### src/rtl/pgwr_pkg.sv
package pgwr_pkg;
  typedef enum logic [0:0] {
    SQ_IDLE = 1'b0,
    SQ_RUN  = 1'b1
  } seq_state_e;
endpackage

### src/rtl/pgwr_page_store.sv
module pgwr_page_store #(
  parameter int SLOTS  = 32,
  parameter int DATA_W = 8,
  localparam int OFS_W = $clog2(SLOTS)
) (
  input  logic                    clk,
  input  logic                    rst_n,
  input  logic                    cap_en,
  input  logic [OFS_W-1:0]        cap_ofs,
  input  logic [DATA_W-1:0]       cap_data,
  input  logic                    clr_flags,
  output logic [SLOTS-1:0]        flags,
  output logic [SLOTS*DATA_W-1:0] img
);

  for (genvar s = 0; s < SLOTS; s++) begin : g_slot
    logic              hit;
    logic [DATA_W-1:0] byte_q, byte_d;
    logic              flag_q, flag_d;

    assign hit = cap_en && (cap_ofs == OFS_W'(s));

    always_comb begin
      byte_d = byte_q;
      flag_d = flag_q;
      if (hit) begin
        byte_d = cap_data;
        flag_d = 1'b1;
      end else if (clr_flags) begin
        flag_d = 1'b0;
      end
    end

    always_ff @(posedge clk or negedge rst_n) begin
      if (!rst_n) begin
        byte_q <= '0;
        flag_q <= 1'b0;
      end else begin
        if (hit) byte_q <= byte_d;
        if (hit || clr_flags) flag_q <= flag_d;
      end
    end

    assign img[s*DATA_W +: DATA_W] = byte_q;
    assign flags[s]                = flag_q;
  end

  // capture and flag clearing are made exclusive by the owner
  AST_CAP_CLR_EXCL: assert property (@(posedge clk) disable iff (!rst_n)
    !(cap_en && clr_flags));

endmodule

### src/rtl/pgwr_tick_div.sv
module pgwr_tick_div #(
  parameter int TICK_DIV = 200,
  localparam int CW      = $clog2(TICK_DIV + 1)
) (
  input  logic clk,
  input  logic rst_n,
  input  logic run,
  output logic tick
);

  logic [CW-1:0] cnt_q, cnt_d;
  logic          wrap;

  assign wrap = (cnt_q == CW'(TICK_DIV - 1));
  assign tick = run && wrap;

  always_comb begin
    if (!run || wrap) cnt_d = '0;
    else              cnt_d = cnt_q + CW'(1);
  end

  always_ff @(posedge clk or negedge rst_n) begin
    if (!rst_n) cnt_q <= '0;
    else        cnt_q <= cnt_d;
  end

endmodule

### src/rtl/pgwr_cycle_ctl.sv
module pgwr_cycle_ctl
  import pgwr_pkg::*;
#(
  parameter int TICK_DIV    = 200,
  parameter int CYCLE_TICKS = 10000,
  localparam int TW         = $clog2(CYCLE_TICKS + 1),
  localparam int unsigned CYCLE_CLKS = TICK_DIV * CYCLE_TICKS
) (
  input  logic clk,
  input  logic rst_n,
  input  logic stop_stb,
  input  logic any_flag,
  input  logic tick,
  output logic launch,
  output logic busy,
  output logic cm_stb
);

  seq_state_e    st_q, st_d;
  logic [TW-1:0] tcnt_q, tcnt_d;
  logic          stb_q;

  assign launch = (st_q == SQ_IDLE) && stop_stb && any_flag;
  assign busy   = (st_q == SQ_RUN);
  assign cm_stb = stb_q;

  always_comb begin
    st_d   = st_q;
    tcnt_d = tcnt_q;
    unique case (st_q)
      SQ_IDLE: begin
        if (launch) begin
          st_d   = SQ_RUN;
          tcnt_d = '0;
        end
      end
      SQ_RUN: begin
        if (tick) begin
          if (tcnt_q == TW'(CYCLE_TICKS - 1)) st_d = SQ_IDLE;
          else                                tcnt_d = tcnt_q + TW'(1);
        end
      end
      default: st_d = SQ_IDLE;
    endcase
  end

  always_ff @(posedge clk or negedge rst_n) begin
    if (!rst_n) begin
      st_q   <= SQ_IDLE;
      tcnt_q <= '0;
      stb_q  <= 1'b0;
    end else begin
      st_q   <= st_d;
      tcnt_q <= tcnt_d;
      stb_q  <= launch;
    end
  end

  // window checker: clocks spent busy since the rising edge
  logic [31:0] run_clks_q;
  always_ff @(posedge clk or negedge rst_n) begin
    if (!rst_n)    run_clks_q <= '0;
    else if (busy) run_clks_q <= run_clks_q + 32'd1;
    else           run_clks_q <= '0;
  end

  AST_BUSY_BOUND: assert property (@(posedge clk) disable iff (!rst_n)
    busy |-> (run_clks_q < CYCLE_CLKS));
  AST_BUSY_FULL: assert property (@(posedge clk) disable iff (!rst_n)
    $fell(busy) |-> (run_clks_q == CYCLE_CLKS));
  AST_RISE_ON_STOP: assert property (@(posedge clk) disable iff (!rst_n)
    $rose(busy) |-> ($past(stop_stb) && cm_stb));

endmodule

### src/rtl/pgwr_sequencer.sv
module pgwr_sequencer #(
  parameter int SLOTS       = 32,
  parameter int DATA_W      = 8,
  parameter int PAGE_W      = 6,
  parameter int TICK_DIV    = 200,
  parameter int CYCLE_TICKS = 10000,
  localparam int OFS_W      = $clog2(SLOTS),
  localparam int IMG_W      = SLOTS * DATA_W
) (
  input  logic              clk,
  input  logic              rst_n,
  input  logic              wr_stb,
  input  logic [OFS_W-1:0]  wr_ofs,
  input  logic [DATA_W-1:0] wr_data,
  input  logic [PAGE_W-1:0] wr_page,
  input  logic              wp_on,
  input  logic              stop_stb,
  output logic              busy,
  output logic              cm_stb,
  output logic [PAGE_W-1:0] cm_page,
  output logic [SLOTS-1:0]  cm_mask,
  output logic [IMG_W-1:0]  cm_data
);

  // reset: asserted asynchronously, released on the clock
  logic [1:0] rst_sync_q;
  logic       lrst_n;
  always_ff @(posedge clk or negedge rst_n) begin
    if (!rst_n) rst_sync_q <= 2'b00;
    else        rst_sync_q <= {rst_sync_q[0], 1'b1};
  end
  assign lrst_n = rst_sync_q[1];

  logic             take_wr;
  logic             launch;
  logic             tick;
  logic [SLOTS-1:0] flags;
  logic [IMG_W-1:0] img;

  // STOP wins over a write in the same cycle
  assign take_wr = wr_stb && !busy && !wp_on && !stop_stb;

  pgwr_page_store #(.SLOTS(SLOTS), .DATA_W(DATA_W)) u_store (
    .clk       (clk),
    .rst_n     (lrst_n),
    .cap_en    (take_wr),
    .cap_ofs   (wr_ofs),
    .cap_data  (wr_data),
    .clr_flags (launch),
    .flags     (flags),
    .img       (img)
  );

  pgwr_tick_div #(.TICK_DIV(TICK_DIV)) u_tick (
    .clk   (clk),
    .rst_n (lrst_n),
    .run   (busy),
    .tick  (tick)
  );

  pgwr_cycle_ctl #(.TICK_DIV(TICK_DIV), .CYCLE_TICKS(CYCLE_TICKS)) u_ctl (
    .clk      (clk),
    .rst_n    (lrst_n),
    .stop_stb (stop_stb),
    .any_flag (|flags),
    .tick     (tick),
    .launch   (launch),
    .busy     (busy),
    .cm_stb   (cm_stb)
  );

  logic [PAGE_W-1:0] page_q, page_d;
  logic [SLOTS-1:0]  mask_q, mask_d;
  logic [PAGE_W-1:0] cpage_q, cpage_d;

  always_comb begin
    page_d  = take_wr ? wr_page : page_q;
    mask_d  = launch ? flags : mask_q;
    cpage_d = launch ? page_q : cpage_q;
  end

  always_ff @(posedge clk or negedge lrst_n) begin
    if (!lrst_n) begin
      page_q  <= '0;
      mask_q  <= '0;
      cpage_q <= '0;
    end else begin
      if (take_wr) page_q <= page_d;
      if (launch) begin
        mask_q  <= mask_d;
        cpage_q <= cpage_d;
      end
    end
  end

  assign cm_page = cpage_q;
  assign cm_mask = mask_q;
  assign cm_data = img;

  AST_FREEZE_BUSY: assert property (@(posedge clk) disable iff (!lrst_n)
    busy |=> ($stable(flags) && $stable(img)));
  AST_WP_BLOCK: assert property (@(posedge clk) disable iff (!lrst_n)
    (wp_on && !launch) |=> ($stable(flags) && $stable(img)));
  AST_COMMIT_SHAPE: assert property (@(posedge clk) disable iff (!lrst_n)
    cm_stb |-> (busy && (cm_mask != '0) && (flags == '0)));
  AST_EMPTY_STOP: assert property (@(posedge clk) disable iff (!lrst_n)
    (stop_stb && !busy && (flags == '0)) |=> !busy);

endmodule

### config.mk
export PLATFORM = sky130hd
export DESIGN_NAME = pgwr_sequencer
export DESIGN_NICKNAME = d
export VERILOG_FILES = /design/src/rtl/pgwr_pkg.sv /design/src/rtl/pgwr_page_store.sv /design/src/rtl/pgwr_tick_div.sv /design/src/rtl/pgwr_cycle_ctl.sv /design/src/rtl/pgwr_sequencer.sv
export SDC_FILE = /design/constraint.sdc
export NUM_CORES = 1
export LEC_CHECK = 0
export BUFFER_PORTS_ARGS = -buffer_cell sky130_fd_sc_hd__buf_4
export CAP_MARGIN = 20
export CORE_MARGIN = 4
export CORE_UTILIZATION = 35
export DETAILED_ROUTE_END_ITERATION = 10
export PLACE_DENSITY_LB_ADDON = 0.12
export SLEW_MARGIN = 20
export SYNTH_ARGS = -nofsm -noshare
export SYNTH_HDL_FRONTEND = slang
export SYNTH_SLANG_ARGS = --single-unit
### constraint.sdc
create_clock -name clk -period 15.55 [get_ports clk]
set_input_delay 3.11 -clock clk [delete_from_list [all_inputs] [get_ports clk]]
set_output_delay 3.11 -clock clk [all_outputs]
set_load 0.1 [all_outputs]
==> metrics.cfg <==
[setup_path]
start_kind=primary input
critPathLaunch=stop_stb
path_class=in -> reg
cp_max_fo=9
worst_ep_arrival_time_ns=5.43
r2r_cells=5
required_ns=15.97
crit_path_end_kind=flop
reg2reg_to=u_store.g_slot[6].byte_q[0]
rrSetupSlack_ns=12.51
crit_end=u_store.g_slot[6].byte_q[0]
reg2reg_from=u_ctl.busy

[yosys]
yosysTopAreaCell=dfrtp_1
netlist_instances=909
synth-seq-cells=358
yosys_warnings=0
ys_top_cells_by_area=dfrtp_1 (65%), mux2_2 (25%), nand2_1 (1.1%)
yosysSeqAreaShare_pct=64.9
synth_top_area_share_pct=64.9
syn_avg_cell_area_um2=15.2
synth.net_count=935
ys_types=41
syn_area_um2=13800

[grt]
grt_pass1_vias=9095
antenna_found_initial=2
gr-usage-all-layers_pct=18.6
grt_pass1_wl_um=60100
grt_overflow_total=0
grt_max_degree=157

[timing]
post-route-period-util_pct=32.2
hold_viol=0
finalSetupViolCount=0
skew_ns=0.0221
worst_pin_slew_ns=0.857
setup_tns_ns=0
fin_crit_ns=5.01
slew_viol_final=0
slew_headroom_pct=42.9
rsz0062_at_grt=no
clock.fmax_ghz=0.200

[routing]
viasPerCell=4.86
firstDrtPassIters=4
vias=8615
ant_nets=0
drtIter0Drc=398
routed_wl_um=39700
drc=0
post_drt_wl_per_cell_um=22.4

[cells_and_area]
area.growth.synth_to_final_pct=30.4
drive_above_1_share_pct=57.5
final_common_cell=dfrtp_1
antenna_cells=0
fin_nets=1255
nFillCells=3489
layout_common_cells=dfrtp_1 (357), buf_4 (321), mux2_2 (301)
multi_input_area_um2=4670
regArea_um2=8960

[die]
start_util_pct=35.5
die_x_um=207
core-area_um2=38800
io_pins=320
die_area_um2=42700
die_y_um=207
num_rows=72

[power]
finalPower_mw=1.91
ir_drop_uv=66.8
power_density_nw_per_um2=106
leakage_nw=9.81

[place]
dp_hpwl_um=26900
io_buffers=319
place_congestion=0.724

[clock_network]
htree_num_levels=2
clockRootBuffer=clkbuf_16
ctsResizeCount=0
numCtsBuffers=40
tritoncts=built
hold_buffers=0
clock_latency_ns=0.55
postCtsSetupBuffers=0
clock_sinks=358
clockBufferDepth=3
clkTransAtPathRegs_ns=0.05

[hold_path]
hold_class=reg -> async

[flow_run]
cap_violations=0

[status]
status=complete, no violations

==> per-stage QoR <==
| stage | util [%] | hold WS, ns | worst slack (ns) | instances | area [µm²] |
|---|---|---|---|---|---|
| 5_1_grt | 46.3 | 0.376 | 10.45 | 1771 | 18000 |
| 4_1_cts | 46.3 | 0.365 | 10.59 | 1771 | 18000 |
| 3_3_place_gp | 43.1 | 0.343 | 10.04 | 1705 | 16700 |
| 3_5_place_dp | 43.1 | 0.341 | 10.00 | 1705 | 16700 |
| 6_report | 46.3 | 0.349 | 10.54 | 1771 | 18000 |
| 2_1_floorplan | - | 0.331 | 4.83 | 909 | 13800 |
==> sequential cells by signal, summed over array words and instances, names as in the netlist <==
register and flops:
cm_mask 32, cm_page 6, page_q 6, rst_sync_q 2
u_ctl.busy 1, u_ctl.cm_stb 1, u_ctl.tcnt_q 14, u_store.g_slot.byte_q 256
u_store.g_slot.flag_q 32, u_tick.cnt_q 8
==> power by group <==
part | switching (mW) | total [mW] | leakage, nW | internal, mW
registers | 0.00357 | 0.938 | 4.95 | 0.934
logic | 0.0445 | 0.0535 | 4.24 | 0.00901
clock network | 0.374 | 0.919 | 0.611 | 0.545
==> cell type report <==
class	instances	area share [%]
Clock buffer	58	6.40
Clock inverter	8	0.577
Inverter	3	0.0626
Multi-Input combinational cell	503	25.9
Sequential cell	358	49.8
Tap cell	518	3.60
Timing Repair Buffer	323	13.6
==> worst max-delay path, cell delays in order <==
cell,delay [ns]
buf_4,0.13
nor4b_4,0.65
and2b_2,0.33
nand2_2,0.12
nor2_2,0.67
mux2_2,0.41
==> kinds of logic after synthesis <==
family | count (synthesis) | synth area share, %
flops | 358 | 64.9
mux | 301 | 24.6
simple gates | 158 | 6.66
buf+inv | 48 | 1.35
compound gates | 35 | 1.91
xor+xnor | 6 | 0.381
fa+ha+maj | 2 | 0.181
other cells | 1 | 0.0272
==> synth_stat cells <==
master,n
a211o_1,7
a21o_1,18
a21oi_1,1
a22o_1,1
a41oi_1,1
and2_1,2
and2b_2,1
and3_1,11
buf_1,1
buf_2,5
clkbuf_1,39
conb_1,1
dfrtp_1,358
ha_1,2
inv_1,3
mux2_2,301
nand2_1,40
nand2_2,15
nand2b_1,2
nand3_1,18
nand3_2,5
nand3b_1,1
nand4_1,6
nor2_1,13
nor2_2,12
nor2b_1,3
nor3_1,7
nor3_2,1
nor3_4,4
nor3b_1,2
nor4_1,9
nor4b_1,3
nor4b_4,1
o21a_1,1
o21ai_0,3
o21ai_1,1
o221ai_1,1
o311ai_0,1
or2_2,1
or4_1,1
xor2_1,6
==> worst min-delay path by stage <==
stage,start,end,slack [ns],cells past startpoint
2_1_floorplan,rst_sync_q[0],rst_sync_q[1],0.33,0
3_3_place_gp,rst_sync_q[0],rst_sync_q[1],0.34,0
3_5_place_dp,rst_sync_q[0],rst_sync_q[1],0.34,0
4_1_cts,rst_sync_q[0],rst_sync_q[1],0.36,0
5_1_grt,rst_sync_q[0],rst_sync_q[1],0.38,0
6_report,rst_sync_q[1],u_store.g_slot[2].byte_q[3],0.35,0
==> layer usage <==
metal | global-route usage, % | wire length, µm | share of wire, %
met5 | 0 | 27 | 0.068
met4 | 5.49 | 900 | 2.3
met3 | 6.00 | 3050 | 7.7
met2 | 29.5 | 18600 | 47
met1 | 24.6 | 17200 | 43
Power figures use the tool's default switching activity.
